**src/rtl/atapi_pkt_seq.sv**
```systemverilog
module atapi_pkt_seq #(
  parameter int MAX_CHUNK = 32768,
  parameter int LEN_W     = 24
) (
  input  logic             clk,
  input  logic             rst_n,
  input  logic             host_wr,
  input  logic             host_rd,
  input  logic [2:0]       host_addr,
  input  logic [1:0]       host_size,
  input  logic [31:0]      host_wdata,
  output logic [7:0]       host_rdata,
  output logic             irq_o,
  output logic             cmd_req,
  output logic [3:0]       cmd_len,
  output logic [95:0]      cmd_pkt,
  input  logic             resp_valid,
  input  logic             resp_dir_out,
  input  logic [LEN_W-1:0] resp_len
);
  localparam logic [7:0]       PKT_OP = 8'hA0;
  localparam logic [LEN_W-1:0] CAP    = LEN_W'(MAX_CHUNK);

  typedef enum logic [2:0] {PH_IDLE, PH_CMD, PH_WAIT, PH_DIN, PH_DONE} phase_t;

  phase_t           phase;
  logic [3:0]       nbytes;
  logic [7:0]       pkt [0:11];
  logic [7:0]       seccnt, err;
  logic             irq, req;
  logic [LEN_W-1:0] total, recv, rem;

  logic [2:0]       w;
  logic [4:0]       nsum;
  logic             cmd_wr, data_rd;
  logic [LEN_W-1:0] dec, rem_n, recv_n, left, nxt_chunk, resp_chunk;
  logic [1:0]       ireason;
  logic             drq, bsy;

  assign w       = (host_size == 2'd0) ? 3'd1 : (host_size == 2'd1) ? 3'd2 : 3'd4;
  assign nsum    = {1'b0, nbytes} + {2'b0, w};
  assign cmd_wr  = host_wr && host_addr == 3'd7;
  assign data_rd = host_rd && host_addr == 3'd0 && phase == PH_DIN && !cmd_wr;

  assign dec        = (LEN_W'(w) > rem) ? rem : LEN_W'(w);
  assign rem_n      = rem - dec;
  assign recv_n     = recv + dec;
  assign left       = total - recv_n;
  assign nxt_chunk  = (left > CAP) ? CAP : left;
  assign resp_chunk = (resp_len > CAP) ? CAP : resp_len;

  always_comb begin
    case (phase)
      PH_DIN:  ireason = 2'b10;
      PH_DONE: ireason = 2'b11;
      default: ireason = 2'b01;
    endcase
  end
  assign drq = (phase == PH_CMD) || (phase == PH_DIN);
  assign bsy = (phase == PH_WAIT);

  always_comb begin
    case (host_addr)
      3'd1:    host_rdata = err;
      3'd2:    host_rdata = (phase != PH_IDLE) ? {6'b0, ireason} : seccnt;
      3'd4:    host_rdata = rem[7:0];
      3'd5:    host_rdata = rem[15:8];
      3'd7:    host_rdata = {bsy, 3'b101, drq, 2'b00, err != 8'h00};
      default: host_rdata = 8'h00;
    endcase
  end

  always_comb begin
    for (int i = 0; i < 12; i++) cmd_pkt[8*i +: 8] = pkt[i];
  end
  assign cmd_len = (pkt[0] == 8'h25 || pkt[0] == 8'h28 || pkt[0] == 8'h5A) ? 4'd10 : 4'd12;
  assign cmd_req = req;
  assign irq_o   = irq;

  always_ff @(posedge clk or negedge rst_n) begin
    if (!rst_n) begin
      phase  <= PH_IDLE;
      nbytes <= '0;
      seccnt <= '0;
      err    <= '0;
      irq    <= 1'b0;
      req    <= 1'b0;
      total  <= '0;
      recv   <= '0;
      rem    <= '0;
      for (int i = 0; i < 12; i++) pkt[i] <= '0;
    end else begin
      req <= 1'b0;
      if (host_rd && host_addr == 3'd7) irq <= 1'b0;
      if (host_rd && host_addr == 3'd1) err <= '0;
      if (host_wr) begin
        case (host_addr)
          3'd2: seccnt <= host_wdata[7:0];
          3'd7: begin
            irq    <= 1'b0;
            err    <= '0;
            nbytes <= '0;
            rem    <= '0;
            phase  <= (host_wdata[7:0] == PKT_OP) ? PH_CMD : PH_IDLE;
          end
          3'd0: if (phase == PH_CMD) begin
            for (int i = 0; i < 4; i++)
              if (3'(i) < w && ({1'b0, nbytes} + 5'(i)) < 5'd12)
                pkt[nbytes + 4'(i)] <= host_wdata[8*i +: 8];
            nbytes <= (nsum > 5'd12) ? 4'd12 : nsum[3:0];
            if (nsum >= 5'd12) begin
              phase <= PH_WAIT;
              req   <= 1'b1;
            end
          end
          default: ;
        endcase
      end
      if (data_rd) begin
        rem  <= rem_n;
        recv <= recv_n;
        if (rem_n == '0) begin
          irq <= 1'b1;
          if (recv_n < total) rem <= nxt_chunk;
          else                phase <= PH_DONE;
        end
      end
      if (resp_valid && phase == PH_WAIT && !cmd_wr) begin
        irq <= 1'b1;
        if (resp_dir_out) begin
          err   <= 8'h04;
          phase <= PH_DONE;
        end else if (resp_len == '0) begin
          phase <= PH_DONE;
        end else begin
          phase <= PH_DIN;
          total <= resp_len;
          recv  <= '0;
          rem   <= resp_chunk;
        end
      end
    end
  end

  p_req_pulse_r3: assert property (@(posedge clk) disable iff (!rst_n)
    cmd_req |=> !cmd_req);

  p_no_irq_on_pkt_r2: assert property (@(posedge clk) disable iff (!rst_n)
    (cmd_wr && host_wdata[7:0] == PKT_OP) |=> !irq_o);

  p_chunk_cap_r5: assert property (@(posedge clk) disable iff (!rst_n)
    rem <= CAP);

  p_read_dec_r7: assert property (@(posedge clk) disable iff (!rst_n)
    (data_rd && !host_wr && rem > LEN_W'(w)) |=> rem == $past(rem) - LEN_W'($past(w)));

  p_dataout_abort_r9: assert property (@(posedge clk) disable iff (!rst_n)
    (resp_valid && resp_dir_out && phase == PH_WAIT && !host_wr && !host_rd) |=> err == 8'h04);
endmodule

```
**config.mk**
```make
export PLATFORM = sky130hd
export DESIGN_NAME = atapi_pkt_seq
export DESIGN_NICKNAME = d
export VERILOG_FILES = /design/src/rtl/atapi_pkt_seq.sv
export SDC_FILE = /design/constraint.sdc
export NUM_CORES = 1
export LEC_CHECK = 0
export ABC_AREA = 1
export CORE_MARGIN = 2
export CORE_UTILIZATION = 40
export CTS_CLUSTER_SIZE = 14
export DETAILED_ROUTE_END_ITERATION = 10
export GPL_ROUTABILITY_DRIVEN = 0
export GPL_TIMING_DRIVEN = 1
export PLACE_DENSITY = 0.62
export SLEW_MARGIN = 5
export SYNTH_ARGS = -nofsm -noshare
export SYNTH_HDL_FRONTEND = slang
export SYNTH_SLANG_ARGS = --single-unit
```
**constraint.sdc**
```tcl
create_clock -name clk -period 5.7 [get_ports clk]
set_input_delay 1.14 -clock clk [delete_from_list [all_inputs] [get_ports clk]]
set_output_delay 1.14 -clock clk [all_outputs]
set_load 0.1 [all_outputs]
```
==> results of run 1 <==
## layout by cell type, fill, tap and decap left out, drive strengths merged, types with 5 or more instances in the layout
cell type	netlist	routed
conb	2	22
nor4	15	15
clkbuf	91	19
nand2	722	722
a21oi	168	168
dfrtp	193	193
o21ai	271	271
buf	31	188
nor3	24	24
xnor2	15	15
nor2	176	177
inv	280	284
o21a	5	5
a22oi	7	7
xor2	26	26
and2	5	5
o311ai	5	5
clkinv	4	10
o221ai	21	21
o2111ai	6	6
clkdlybuf4s50	0	163
nand4	25	25
a211oi	10	10
nand3	133	135
o22ai	6	6
ha	57	57
nand3b	8	8
or2	5	5
a31oi	12	12
o211ai	144	144
## flip-flops by register name, summed over array words and instances (netlist names)
signal   cells
nbytes       4
seccnt       8
recv        24
err          8
total       24
irq_o        1
rem         24
cmd_req      1
cmd_pkt     96
phase        3
## report_power, final
group	leakage, nW	internal [W]	total [W]	switching (W)
Sequential	2.54	0.00184	0.00236	0.000515
Combinational	7.23	0.00421	0.0117	0.00747
Clock	0.294	0.000673	0.00132	0.000646
## final cells by class
class / count / share of cell area [%]
Clock buffer: 18 / 2.09
Multi-Input combinational cell: 1915 / 50.8
Sequential cell: 193 / 23.0
Timing Repair Buffer: 352 / 15.0
Clock inverter: 14 / 0.833
Inverter: 284 / 5.08
Tap cell: 532 / 3.17
## worst max-delay path by stage
stage                  from       to  slack, ns  cells after the start
6_report       host_size[1]   rem[1]      -0.10                     42
5_1_grt        host_size[1]  rem[12]      -0.42                     41
4_1_cts        host_size[0]   rem[7]     0.0004                     44
3_5_place_dp   host_size[1]   rem[8]      -1.19                     38
3_3_place_gp   host_size[1]   rem[2]      -1.06                     38
2_1_floorplan  host_size[1]   rem[5]      0.009                     39
## metal layers
| layer | track usage, % | wire length (µm) | vias to the layer above |
|---|---|---|---|
| met3 | 7.54 | 7400 | 199 |
| li1 | - | - | 8915 |
| met5 | 0 | 9 | - |
| met4 | 15.1 | 3070 | 2 |
| met1 | 42.6 | 28200 | 8995 |
| met2 | 47.3 | 29200 | 1058 |
## critical path, delay by kind of cell
| family | cells | cell delay (ns) |
|---|---|---|
| buf+inv | 7 | 0.69 |
| fa+ha+maj | 4 | 1.09 |
| compound gates | 7 | 1.03 |
| simple gates | 24 | 2.26 |
## cell families (layout without fill, tap and decap cells)
group | count (synthesis) | in the layout | share of synthesized area [%]
flops | 193 | 193 | 29.4
other cells | 2 | 22 | 0.0457
fa+ha+maj | 61 | 61 | 4.82
buf+inv | 406 | 668 | 9.82
compound gates | 672 | 672 | 24.4
simple gates | 1116 | 1119 | 29.4
xor+xnor | 41 | 41 | 2.18
## metrics by stage
| stage | utilization, % | std cells | setup TNS (ns) |
|---|---|---|---|
| 2_1_floorplan | - | 2511 | 0 |
| 3_3_place_gp | 48.0 | 3235 | -19.24 |
| 3_5_place_dp | 48.0 | 3235 | -21.72 |
| 4_1_cts | 50.4 | 3297 | 0 |
| 5_1_grt | 51.6 | 3308 | -5.97 |
| 6_report | 51.6 | 3308 | -0.585 |
## timing repair
action                     CTS  global route
resized for setup           34           111
gates cloned                 3             1
setup buffers               27            26
setup endpoints to repair   19            20
pin swaps                   19            66
hold endpoints to repair     0             0
==> run summary, run 1 <==
Worst Hold Class: reg2reg
Initial antenna violation count: 1
Status: finished, violations left
First-pass GRT wire length: 102 mm
Multi-input logic area: 0.0107 mm²
Die height: 207 µm
Max_slew headroom: 24.2%
Pin count of the biggest net entering global routing: 109
Maxcap violations: 0
Sequential cell area fraction in the yosys report: 29.4%
Hold Slack: 0.483 ns
Hold_buf cts: 0
Max Slew Vio Count: 0
Post-DRT Antenna Nets: 0
Worst setup margin: -0.103 ns
Clock buffer depth: 2
CTS buffer count: 17
Pre-CTS WS: -1.19 ns
Clk sink count: 193
Worst EP required: 6.12 ns
1st-iter DRT viols: 2301
Clock skew: 0.0208 ns
Worst path most repeated cell: nand2_2
Clock-pin slew on the worst setup and hold paths: 0.07 ns
EDFF count, synth: 0
Least-Margin Pin Slew: 1.13 ns
Fraction of registers with async set/reset: 100%
CTS tree: built
Yosys warns: 0
Total power: 0.0154 W
Num ports: 177
Most area-consuming cells after synthesis: dfrtp_1, nand2_1, o21ai_0
Fillers: 4088
Reg-to-Reg End: rem[1]
Final min period: 5.80 ns
Top-count cell post-synth: nand2_1
CTS HTree Levels: 4
Flops & latches, synth: 193
Full die area: 0.0428 mm²
Gr ovfl total: 0
Die Width: 207 µm
Hold Crit Depth: 2
Core Area: 0.0407 mm²
Wire length per cell: 20.5 µm
Final Instance Area: 0.0210 mm²
Clk Latency, worst-skew pair: 0.50 ns
R2R Setup Slk: 0.10 ns
Dominant cell type by area after synthesis: dfrtp_1
Hpwl dp: 47.1 mm
Top_reg_cell synth: dfrtp_1
FF-to-FF Start: rem[1]
N_diodes: 0
Max VDD drop: 0.657 mV
Top cell type's share of synthesized area: 29.4%
Share of cells above drive strength 1: 15.3%
Number of buffers added on ports: 174
Failing checks: negative setup slack
Cells after Synth: 2491
Critical Path Max Stage Delay: 0.35 ns
Period Utilization, post-route: 102%
Gr usage total: 31.5%
FF/Latch Area: 0.00483 mm²
Vias/cell: 5.79
Startpoint of the worst hold path: total[2]
Rows: 74
Worst hold path endpoint: total[2]
Hold Vio Cnt, Final: 0
Mapped Area: 0.0165 mm²
RSZ-0062 raised after global routing: yes
Initial Utilization: 40.4%
Placed inst area: 0.0196 mm²
Nets@finish: 2891
Slowest cell on crit path: fa_2
Mean Syn Cell Area: 6.60 µm²
Maximum fanout along the worst path: 6
Startpoint type of the worst setup path: input port
Vias in the first global route: 17900
FF-to-FF path depth: 40
DRC errors left: 0
Clock Root Buffer: clkbuf_16
Setup violators final: 16
Synth-to-layout area growth: 27.8%
Crit Path Class: in2reg
Pwr Density: 731 mW/mm²
Synth top cells by count: nand2_1, inv_1, o21ai_0
Vias post-DR: 19200
Synth cell types: 60
Pre-antenna DRT Iters: 6
Post-Route WL: 67.9 mm
WP data arrival: 6.23 ns
Leakage power: 10.1 nW
CP Capture Type: flip-flop
F_max: 172 MHz
Note: power is estimated with default switching activity, not from simulation.
==> inputs of run 2 (changes only) <==
--- a/config.mk
+++ b/config.mk
@@ -6,6 +6,7 @@
 export NUM_CORES = 1
 export LEC_CHECK = 0
 export ABC_AREA = 1
+export CORE_ASPECT_RATIO = 0.5
 export CORE_MARGIN = 2
 export CORE_UTILIZATION = 40
 export CTS_CLUSTER_SIZE = 14
==> run 2 against run 1 <==
Compared with the run above:
- the flow still finishes with violations (negative setup slack)
- critical path depth is 3 lower
- total power shrank 1.8%
- cell count up 0.70%
- sequential power is 2% lower
- first-iteration DRC count down 9.7%
- combinational power about the same
- routed wire length is 4.1% lower
- non-clock buffer count is 17 higher
- via count fell by 1.7%
- design area down 0.35%
- clock power barely moved
- global-route usage fell by 1.7 points
- critical endpoint is now rem[9]
- largest cell class unchanged
- largest power group unchanged
==> run summary, run 2 (same netlist as run 1, synthesis figures left out) <==
Status: finished, violations left
Share of cells above drive strength 1: 14.3% (-1.0 points)
Worst EP required: 6.10 ns (-0.02 ns)
Maxcap violations: 0 (unchanged)
CTS buffer count: 17 (unchanged)
First-pass GRT wire length: 100 mm (-2.3%)
Setup violators final: 16 (unchanged)
Period Utilization, post-route: 101% (-0.39 points)
Vias in the first global route: 17400 (-3.1%)
Num ports: 177 (unchanged)
Core Area: 0.0405 mm² (-0.66%)
Pre-antenna DRT Iters: 7 (+1)
Post-Route WL: 65.1 mm (-4.1%)
Pwr Density: 720 mW/mm² (-1.4%)
Clock Root Buffer: clkbuf_16
Maximum fanout along the worst path: 6 (unchanged)
Crit Path Class: in2reg
Clock skew: 0.0160 ns (-0.00480 ns)
Critical Path Max Stage Delay: 0.37 ns (+0.02 ns)
Fin cells: 3331 (+0.70%)
RSZ-0062 raised after global routing: yes
Max VDD drop: 0.536 mV (-18%)
Leakage power: 10.1 nW (+0.50%)
Vias/cell: 5.66 (-2.3%)
N_diodes: 0 (unchanged)
Hold Vio Cnt, Final: 0 (unchanged)
Dpl cells: 3257 (+0.68%)
FF-to-FF path depth: 37 (-7.5%)
Worst setup margin: -0.0806 ns (+0.0222 ns)
CTS HTree Levels: 4 (unchanged)
Worst path most repeated cell: nand2_1
Slowest cell on crit path: a211oi_4
Clk sink count: 193 (unchanged)
Worst Hold Class: reg2reg
Startpoint type of the worst setup path: input port
Clock-pin slew on the worst setup and hold paths: 0.08 ns (about the same)
Die Width: 291 µm (+41%)
CTS tree: built
Hold Crit Depth: 2 (unchanged)
Max Slew Vio Count: 0 (unchanged)
Full die area: 0.0429 mm² (+0.23%)
Clock buffer depth: 2 (unchanged)
WP data arrival: 6.19 ns (-0.04 ns)
DRC errors left: 0 (unchanged)
Max_slew headroom: 15.2% (-9.0 points)
Flip-flop count of the largest register after layout: 96 (unchanged)
Nets@finish: 2906 (+0.52%)
Pre-CTS WS: -1.25 ns (-0.0611 ns)
Gr usage total: 29.8% (-1.7 points)
Setup TNS: -0.820 ns (-0.235 ns)
Clk Latency, worst-skew pair: 0.48 ns (-0.02 ns)
Gr ovfl total: 0 (unchanged)
Final min period: 5.78 ns (-0.0222 ns)
Number of buffers added on ports: 174 (unchanged)
CP Capture Type: flip-flop
1st-iter DRT viols: 2077 (-9.7%)
Most frequent cells in the layout: nand2_1, inv_1, o21ai_0
Initial antenna violation count: 0 (-1)
R2R Setup Slk: 0.13 ns (+0.03 ns)
Wire length per cell: 19.5 µm (-4.8%)
Synth-to-layout area growth: 27.3%
Failing checks: negative setup slack
Rows: 52 (-30%)
Post-DRT Antenna Nets: 0 (unchanged)
Pin count of the biggest net entering global routing: 118 (+8.3%)
Commonest non-fill, non-tap cell in the layout: nand2_1
Die height: 147 µm (-29%)
Least-Margin Pin Slew: 1.27 ns (+0.138 ns)
Hpwl dp: 45.7 mm (-3.0%)
Vias post-DR: 18800 (-1.7%)
Initial Utilization: 40.7% (+0.27 points)
F_max: 173 MHz (+0.38%)
==> run 2: cell type report <==
| class | count | area (µm²) |
|---|---|---|
| fill | 4070 | 19500 |
| timing repair buffer | 369 | 3300 |
| clock buffer | 18 | 439 |
| inverter | 284 | 1070 |
| multi-input combinational | 1913 | 10500 |
| tap | 540 | 676 |
| sequential | 193 | 4830 |
| clock inverter | 14 | 164 |
==> run 2: per-layer routing <==
metal | part of all wire, % | track usage (%) | vias to the layer above
met5 | 0 | 0 | -
met1 | 43 | 41.2 | 8749
met3 | 9.3 | 6.07 | 202
met2 | 43 | 45.7 | 951
li1 | - | - | 8947
met4 | 4.2 | 11.8 | 0
==> run 2: stage by stage <==
stage	hold slack (ns)	utilization (%)	instance area, µm²	power (W)
floorplan	0.448	-	16600	0.00937
global placement	0.467	48.6	19700	0.0131
detailed placement	0.468	48.6	19700	0.0131
CTS	0.487	51.1	20700	0.0147
global route	0.516	51.8	20900	0.0162
finish	0.485	51.8	20900	0.0151
==> run 2: where the power goes <==
group / total, W / switching, W / internal [W] / leakage [nW]
combinational: 0.0115 / 0.00726 / 0.00422 / 7.27
clock: 0.00129 / 0.000685 / 0.000605 / 0.295
sequential: 0.00232 / 0.000479 / 0.00184 / 2.54
total: 0.0151 / 0.00842 / 0.00666 / 10.1
==> run 2: final timing paths <==
check,start,end
min in group asynchronous,rst_n,cmd_pkt[70]
hold / removal,total[2],total[2]
hold reg to reg,total[2],total[2]
max in group asynchronous,rst_n,rem[2]
setup / recovery,host_size[1],rem[9]
setup reg to reg,rem[7],rem[9]
==> run 2: repair_timing <==
action,CTS,global route
buffers inserted,36,9
gates resized for setup,37,50
hold buffers,0,0
hold endpoints to repair,0,0
setup endpoints to repair,19,20
pin swaps,27,32
cloned,0,1
==> run 2: critical path, delay by kind of cell <==
kind	cells	cell delay, ns
xor+xnor	1	0.17
simple gates	21	1.94
fa+ha+maj	3	0.82
compound gates	9	1.68
buf+inv	5	0.43
